`src/rtl/seg_ld_pkg.sv`:
```
package seg_ld_pkg;
    localparam int SEL_W  = 16;
    localparam int IDX_W  = 13;
    localparam int BASE_W = 32;
    localparam int LIM_W  = 20;
    localparam int ACC_W  = 8;
    localparam int RPL_W  = 2;
    localparam int WORD_W = 32;

    typedef struct packed {
        logic               valid;
        logic [RPL_W-1:0]   rpl;
        logic [ACC_W-1:0]   access;
        logic [LIM_W-1:0]   limit;
        logic [BASE_W-1:0]  base;
    } seg_entry_t;

    typedef enum logic [2:0] {
        ST_IDLE,
        ST_LDT_LO,
        ST_LDT_HI,
        ST_TGT_CHK,
        ST_TGT_LO,
        ST_TGT_HI
    } ld_state_t;
endpackage

```
`src/rtl/seg_ld_addr.sv`:
```
module seg_ld_addr
    import seg_ld_pkg::*;
(
    input  logic [BASE_W-1:0] tbl_base,
    input  logic [LIM_W-1:0]  tbl_limit,
    input  logic [IDX_W-1:0]  index,
    output logic [BASE_W-1:0] entry_addr,
    output logic              over_limit
);
    localparam int SPAN_W = LIM_W + 1;

    logic [SPAN_W-1:0] last_byte;

    always_comb begin
        entry_addr = tbl_base + {{(BASE_W-IDX_W-3){1'b0}}, index, 3'b000};
        last_byte  = {{(SPAN_W-IDX_W-3){1'b0}}, index, 3'b111};
        over_limit = last_byte > {1'b0, tbl_limit};
    end
endmodule

```
`src/rtl/seg_ld_unpack.sv`:
```
module seg_ld_unpack
    import seg_ld_pkg::*;
(
    input  logic [WORD_W-1:0] lo_word,
    input  logic [WORD_W-1:0] hi_word,
    output logic [BASE_W-1:0] base,
    output logic [LIM_W-1:0]  limit,
    output logic [ACC_W-1:0]  access
);
    logic unused_flags;

    always_comb begin
        base         = {hi_word[31:24], hi_word[7:0], lo_word[31:16]};
        limit        = {hi_word[19:16], lo_word[15:0]};
        access       = hi_word[15:8];
        unused_flags = ^hi_word[23:20];
    end
endmodule

```
`src/rtl/seg_ld_cache.sv`:
```
module seg_ld_cache
    import seg_ld_pkg::*;
#(
    parameter int NUM_SEG = 4,
    parameter int SEG_W   = 2
) (
    input  logic             clk,
    input  logic             rst_n,
    input  logic             wr_en,
    input  logic [SEG_W-1:0] wr_idx,
    input  seg_entry_t       wr_data,
    input  logic [SEG_W-1:0] rd_idx,
    output seg_entry_t       rd_data
);
    seg_entry_t ent_q [NUM_SEG];

    for (genvar g = 0; g < NUM_SEG; g++) begin : g_ent
        always_ff @(posedge clk or negedge rst_n) begin
            if (!rst_n) begin
                ent_q[g] <= '0;
            end else if (wr_en && (wr_idx == SEG_W'(g))) begin
                ent_q[g] <= wr_data;
            end
        end
    end

    always_comb begin
        rd_data = '0;
        for (int i = 0; i < NUM_SEG; i++) begin
            if (rd_idx == SEG_W'(i)) begin
                rd_data = ent_q[i];
            end
        end
    end
endmodule

```
`src/rtl/seg_desc_loader.sv`:
```
module seg_desc_loader
    import seg_ld_pkg::*;
#(
    parameter int NUM_SEG = 4,
    localparam int SEG_W  = (NUM_SEG > 1) ? $clog2(NUM_SEG) : 1
) (
    input  logic              clk,
    input  logic              rst_n,
    input  logic              sel_wr,
    input  logic [SEG_W-1:0]  sel_seg,
    input  logic [15:0]       sel_val,
    input  logic [31:0]       gtab_base,
    input  logic [15:0]       gtab_limit,
    input  logic [15:0]       ltab_sel,
    output logic              mem_req,
    output logic [31:0]       mem_addr,
    input  logic              mem_ack,
    input  logic [31:0]       mem_rdata,
    output logic              busy,
    output logic              fault,
    input  logic [SEG_W-1:0]  rd_seg,
    output logic              rd_valid,
    output logic [1:0]        rd_rpl,
    output logic [7:0]        rd_access,
    output logic [19:0]       rd_limit,
    output logic [31:0]       rd_base
);
    ld_state_t          state_q, state_d;
    logic [SEL_W-1:0]   sel_q, sel_d;
    logic [SEG_W-1:0]   seg_q, seg_d;
    logic [BASE_W-1:0]  tbase_q, tbase_d;
    logic [LIM_W-1:0]   tlim_q, tlim_d;
    logic [WORD_W-1:0]  lo_q, lo_d;
    logic               fault_q, fault_d;

    logic               in_ti, in_null;
    logic [IDX_W-1:0]   g_idx, lsel_idx;
    logic [BASE_W-1:0]  g_addr, t_addr;
    logic               g_over, t_over;
    logic [BASE_W-1:0]  u_base;
    logic [LIM_W-1:0]   u_limit;
    logic [ACC_W-1:0]   u_access;
    logic               cw_en;
    logic [SEG_W-1:0]   cw_idx;
    seg_entry_t         cw_data, rd_ent;
    logic               unused_lsel;

    assign in_ti       = sel_val[2];
    assign in_null     = (sel_val[15:3] == '0) && !sel_val[2];
    assign lsel_idx    = ltab_sel[15:3];
    assign g_idx       = in_ti ? lsel_idx : sel_val[15:3];
    assign unused_lsel = ^ltab_sel[2:0];

    // Lookups in the global table made straight from the written selector
    seg_ld_addr u_gaddr (
        .tbl_base   (gtab_base),
        .tbl_limit  (LIM_W'(gtab_limit)),
        .index      (g_idx),
        .entry_addr (g_addr),
        .over_limit (g_over)
    );

    // Target entry in the table latched for this load
    seg_ld_addr u_taddr (
        .tbl_base   (tbase_q),
        .tbl_limit  (tlim_q),
        .index      (sel_q[15:3]),
        .entry_addr (t_addr),
        .over_limit (t_over)
    );

    seg_ld_unpack u_unpack (
        .lo_word (lo_q),
        .hi_word (mem_rdata),
        .base    (u_base),
        .limit   (u_limit),
        .access  (u_access)
    );

    seg_ld_cache #(.NUM_SEG(NUM_SEG), .SEG_W(SEG_W)) u_cache (
        .clk     (clk),
        .rst_n   (rst_n),
        .wr_en   (cw_en),
        .wr_idx  (cw_idx),
        .wr_data (cw_data),
        .rd_idx  (rd_seg),
        .rd_data (rd_ent)
    );

    // State register
    always_ff @(posedge clk or negedge rst_n) begin
        if (!rst_n) begin
            state_q <= ST_IDLE;
            sel_q   <= '0;
            seg_q   <= '0;
            tbase_q <= '0;
            tlim_q  <= '0;
            lo_q    <= '0;
            fault_q <= 1'b0;
        end else begin
            state_q <= state_d;
            sel_q   <= sel_d;
            seg_q   <= seg_d;
            tbase_q <= tbase_d;
            tlim_q  <= tlim_d;
            lo_q    <= lo_d;
            fault_q <= fault_d;
        end
    end

    // Next state and captured datapath
    always_comb begin
        state_d = state_q;
        sel_d   = sel_q;
        seg_d   = seg_q;
        tbase_d = tbase_q;
        tlim_d  = tlim_q;
        lo_d    = lo_q;
        fault_d = 1'b0;
        unique case (state_q)
            ST_IDLE: begin
                if (sel_wr) begin
                    sel_d = sel_val;
                    seg_d = sel_seg;
                    if (in_null) begin
                        state_d = ST_IDLE;
                    end else if (!in_ti) begin
                        if (g_over) begin
                            fault_d = 1'b1;
                        end else begin
                            tbase_d = gtab_base;
                            tlim_d  = LIM_W'(gtab_limit);
                            state_d = ST_TGT_LO;
                        end
                    end else begin
                        if (g_over || (lsel_idx == '0)) begin
                            fault_d = 1'b1;
                        end else begin
                            tbase_d = g_addr;
                            state_d = ST_LDT_LO;
                        end
                    end
                end
            end
            ST_LDT_LO: begin
                if (mem_ack) begin
                    lo_d    = mem_rdata;
                    state_d = ST_LDT_HI;
                end
            end
            ST_LDT_HI: begin
                if (mem_ack) begin
                    tbase_d = u_base;
                    tlim_d  = u_limit;
                    state_d = ST_TGT_CHK;
                end
            end
            ST_TGT_CHK: begin
                if (t_over) begin
                    fault_d = 1'b1;
                    state_d = ST_IDLE;
                end else begin
                    state_d = ST_TGT_LO;
                end
            end
            ST_TGT_LO: begin
                if (mem_ack) begin
                    lo_d    = mem_rdata;
                    state_d = ST_TGT_HI;
                end
            end
            ST_TGT_HI: begin
                if (mem_ack) begin
                    state_d = ST_IDLE;
                end
            end
            default: state_d = ST_IDLE;
        endcase
    end

    // Outputs and cache write
    always_comb begin
        busy    = 1'b0;
        mem_req = 1'b0;
        mem_addr = '0;
        cw_en   = 1'b0;
        cw_idx  = seg_q;
        cw_data = '0;
        unique case (state_q)
            ST_IDLE: begin
                cw_idx = sel_seg;
                if (sel_wr && in_null) begin
                    cw_en       = 1'b1;
                    cw_data.rpl = sel_val[1:0];
                end
            end
            ST_LDT_LO: begin
                busy     = 1'b1;
                mem_req  = 1'b1;
                mem_addr = tbase_q;
            end
            ST_LDT_HI: begin
                busy     = 1'b1;
                mem_req  = 1'b1;
                mem_addr = tbase_q + 32'd4;
            end
            ST_TGT_CHK: begin
                busy = 1'b1;
            end
            ST_TGT_LO: begin
                busy     = 1'b1;
                mem_req  = 1'b1;
                mem_addr = t_addr;
            end
            ST_TGT_HI: begin
                busy     = 1'b1;
                mem_req  = 1'b1;
                mem_addr = t_addr + 32'd4;
                if (mem_ack) begin
                    cw_en          = 1'b1;
                    cw_data.valid  = 1'b1;
                    cw_data.rpl    = sel_q[1:0];
                    cw_data.access = u_access;
                    cw_data.limit  = u_limit;
                    cw_data.base   = u_base;
                end
            end
            default: busy = 1'b0;
        endcase
    end

    assign fault     = fault_q;
    assign rd_valid  = rd_ent.valid;
    assign rd_rpl    = rd_ent.rpl;
    assign rd_access = rd_ent.access;
    assign rd_limit  = rd_ent.limit;
    assign rd_base   = rd_ent.base;
endmodule

```
`config.mk`:
```
export PLATFORM = sky130hd
export DESIGN_NAME = seg_desc_loader
export DESIGN_NICKNAME = d
export VERILOG_FILES = /design/src/rtl/seg_ld_pkg.sv /design/src/rtl/seg_ld_addr.sv /design/src/rtl/seg_ld_unpack.sv /design/src/rtl/seg_ld_cache.sv /design/src/rtl/seg_desc_loader.sv
export SDC_FILE = /design/constraint.sdc
export NUM_CORES = 1
export LEC_CHECK = 0
export BUFFER_PORTS_ARGS = -buffer_cell sky130_fd_sc_hd__clkbuf_2
export CORE_MARGIN = 8
export CORE_UTILIZATION = 40
export CTS_CLUSTER_SIZE = 8
export DETAILED_ROUTE_END_ITERATION = 12
export PLACE_DENSITY = 0.54
export SYNTH_ARGS = -nofsm -noshare
export SYNTH_HDL_FRONTEND = slang
export SYNTH_SLANG_ARGS = --single-unit
export TNS_END_PERCENT = 100
```
`constraint.sdc`:
```
create_clock -name clk -period 7 [get_ports clk]
set_clock_uncertainty 0.2 [all_clocks]
set_input_delay 1.4 -clock clk [delete_from_list [all_inputs] [get_ports clk]]
set_output_delay 1.4 -clock clk [all_outputs]
set_load 0.03 [all_outputs]
```
==> results.cfg <==
[synthesis]
synth.most_common_cell = nand2_1
synth_top_area_share_pct = 44.3
async_flop_share_pct = 100
yosys-top-cells-count = nand2_1, dfrtp_1, o21ai_0
ys_types = 81
netlist_area_sq_um = 20100
avgSynthCellArea_sq_um = 9.24
yosys_warnings = 0
synth-xor-area-share_pct = 3.69
yosys-top-cells-area = dfrtp_1, nand2_1, o21ai_0
synthFlopType = dfrtp_1
synth_top_family_by_area = compound AO/OA/AOI/OAI gates
synth_nets = 2356
ys_ff_latch = 357
ys_seq_area_share_pct = 44.3
synth_top_area_cell = dfrtp_1
synthCells = 2181
synth-simple-area-share_pct = 16.3
muxShareOfSynthArea_pct = 11.1
synth_edf_count = 0
synth_compound_area_share_pct = 17.2
synthAdderAreaFrac_pct = 3.49

[flow_run]
drv_cap = 0

[run_status]
status = completed

[sta]
finalCriticalPeriod_ns = 6.70
hold_viol = 0
hold_slack_ns = 0.271
rsz0062_at_grt = no
worst_pin_slew_ns = 1.02
tns_ns = 0
fmax_ghz = 0.149
slew_viol_final = 0
slew_headroom_pct = 32.0
finalCritPeriodShare_pct = 95.7
setup_viol = 0

[drt]
viasPerCell = 5.67
firstDrtPassIters = 5
wl_per_cell_microns = 22.1
wl_microns = 66200
drc = 0
ant_nets = 0
drt_iter0_markers = 1362
vias = 17000

[placement]
routabilityCongestion = 0.935
placed_cells = 2946
io_buffers = 214
place_hpwl_microns = 47900

[clock_tree]
clk_pin_slew_worst_paths_ns = 0.05
cts_buffers = 50
cts.hold.buffers_added = 0
cts-root-buf = clkbuf_16
postCtsSetupBuffers = 0
clock_path_buffers = 3
cts_sinks = 357
cts_tree = built
clock_latency_ns = 0.56
cts_max_level = 2

[finish]
fin_util_pct = 46.3
final_cells = 3003
final_nets = 2501
fillerInstances = 4871
drive_gt1_share_pct = 19.2
area_growth_pct = 14.8

[critical_path]
critPathSlowestCell = or4_4
worstSetupEndpointType = output port
r2r_setup_slack_ns = 2.81
crit_type = flop to output port
critical_path.max_stage_delay_ns = 0.62
critical_path_arrival_ns = 5.10
path_cells = ha_1 > fa_1 > a211oi_4 > nor2_1 > xor2_2 > a31oi_1 > or3_4 > nor4_4 > nand2_4 > or4_4 > xor2_1 > o22ai_1 > or3_1 > clkbuf_2
cp.required_ns = 5.40
path_max_fanout = 8
r2r_cells = 6
start_kind = flop

[global_routing]
grt_overflow_total = 0
antenna_found_initial = 2
grt_pass1_wl_microns = 103000
grt_usage_pct = 22.8
grt_max_degree = 155
grt_pass1_vias = 17000

[power]
irDropWorstVdd_mv = 0.189
p_leak_nw = 10.1
power_density_nw_per_um2 = 368

[floorplan]
die_x_microns = 240
rows = 82
die_area_sq_um = 57800
core_area_sq_um = 50000
io_pins = 218
dieHeight_microns = 240
start_util_pct = 40.3

[min_path]
holdPathStages = 2
worst_hold_path_type = flop to flop
[path summary, 6_finish.rpt]
| check | from | endpoint |
|---|---|---|
| min | u_cache.ent_q[227] | u_cache.ent_q[227] |
| max in group asynchronous | rst_n | u_cache.ent_q[24] |
| min in group asynchronous | rst_n | u_cache.ent_q[46] |
| max | tbase_q[3] | mem_addr[28] |
| min reg2reg | u_cache.ent_q[227] | u_cache.ent_q[227] |
| max reg2reg | state_q[2] | u_cache.ent_q[45] |
[metrics by stage]
step                setup WS, ns  cell area [sq um]  total power [W]
global placement           0.628              21800          0.00630
detailed placement         0.601              21800          0.00636
floorplan                   1.22              20100          0.00518
finish                     0.304              23100          0.00850
global route              0.0213              23100          0.00902
CTS                        0.185              23100          0.00853
[report_power, final]
| part | total (W) | internal, W | switching, W |
|---|---|---|---|
| registers | 0.00290 | 0.00241 | 0.000482 |
| clock network | 0.00213 | 0.00127 | 0.000860 |
| logic | 0.00348 | 0.00118 | 0.00230 |
| total | 0.00850 | 0.00486 | 0.00364 |
[critical path: cells and delay by family, from the launching register on]
kind	cells	cell delay, ns
xor+xnor	2	0.38
compound gates	3	0.64
fa+ha+maj	2	0.70
flops	1	0.44
buf+inv	1	0.19
simple gates	6	2.19
[per-layer routing]
layer  vias to the layer above  part of all wire [%]  global-route usage (%)
met5                         -                 0.014                       0
met4                         2                   2.2                    5.75
met3                        92                   6.4                    4.03
met2                       519                    46                    36.2
met1                      8418                    45                    32.1
li1                       7993                     -                       -
[cells by family (layout without fill, tap and decap cells)]
group | after synthesis | after routing
and+or+nand+nor | 754 | 754
xor gates and xnor gates | 84 | 84
muxes | 138 | 138
adders and majority gates | 55 | 55
buffers and inverters | 206 | 354
other | 0 | 2
AOI/OAI and AO/OA | 587 | 587
DFF | 357 | 357
[cells in the final DEF (no fill, tap or decap), drive strengths merged, types with 7 or more instances in the layout]
master    n
nor3     26
o22ai    23
a22oi    14
a21o     10
nand2b    8
a21oi    71
inv      53
or3       7
o21a     15
a31oi    24
clkbuf  264
buf      35
xor2     38
xnor2    46
nor2     97
a32oi    10
mux2     46
nand2   490
nor4     14
mux2i    29
a211oi   25
nand3    34
o21ai   330
nor2b     9
nand4    24
ha       53
mux4     63
and3     14
o211ai   17
dfrtp   357
[registers in the layout, indices dropped and copies added, names as in the netlist]
name / count
u_cache.ent_q: 252
sel_q: 15
seg_q: 2
lo_q: 32
fault: 1
tlim_q: 20
tbase_q: 32
state_q: 3
[area by class of cell]
class                           count  area, sq um  area share (%)
Antenna cell                        2         5.00          0.0216
Clock buffer                       53         1270            5.50
Clock inverter                      2         36.3           0.157
Inverter                           53          199           0.860
Multi-Input combinational cell   1618        10500            45.4
Sequential cell                   357         8930            38.6
Tap cell                          672          841            3.64
Timing Repair Buffer              246         1340            5.78
[repair_timing]
action                                  CTS  global route
pin swaps                                 0             1
endpoints found under the setup margin    1             5
resized for setup                         1             4
Note: power is estimated with default switching activity, not from simulation.
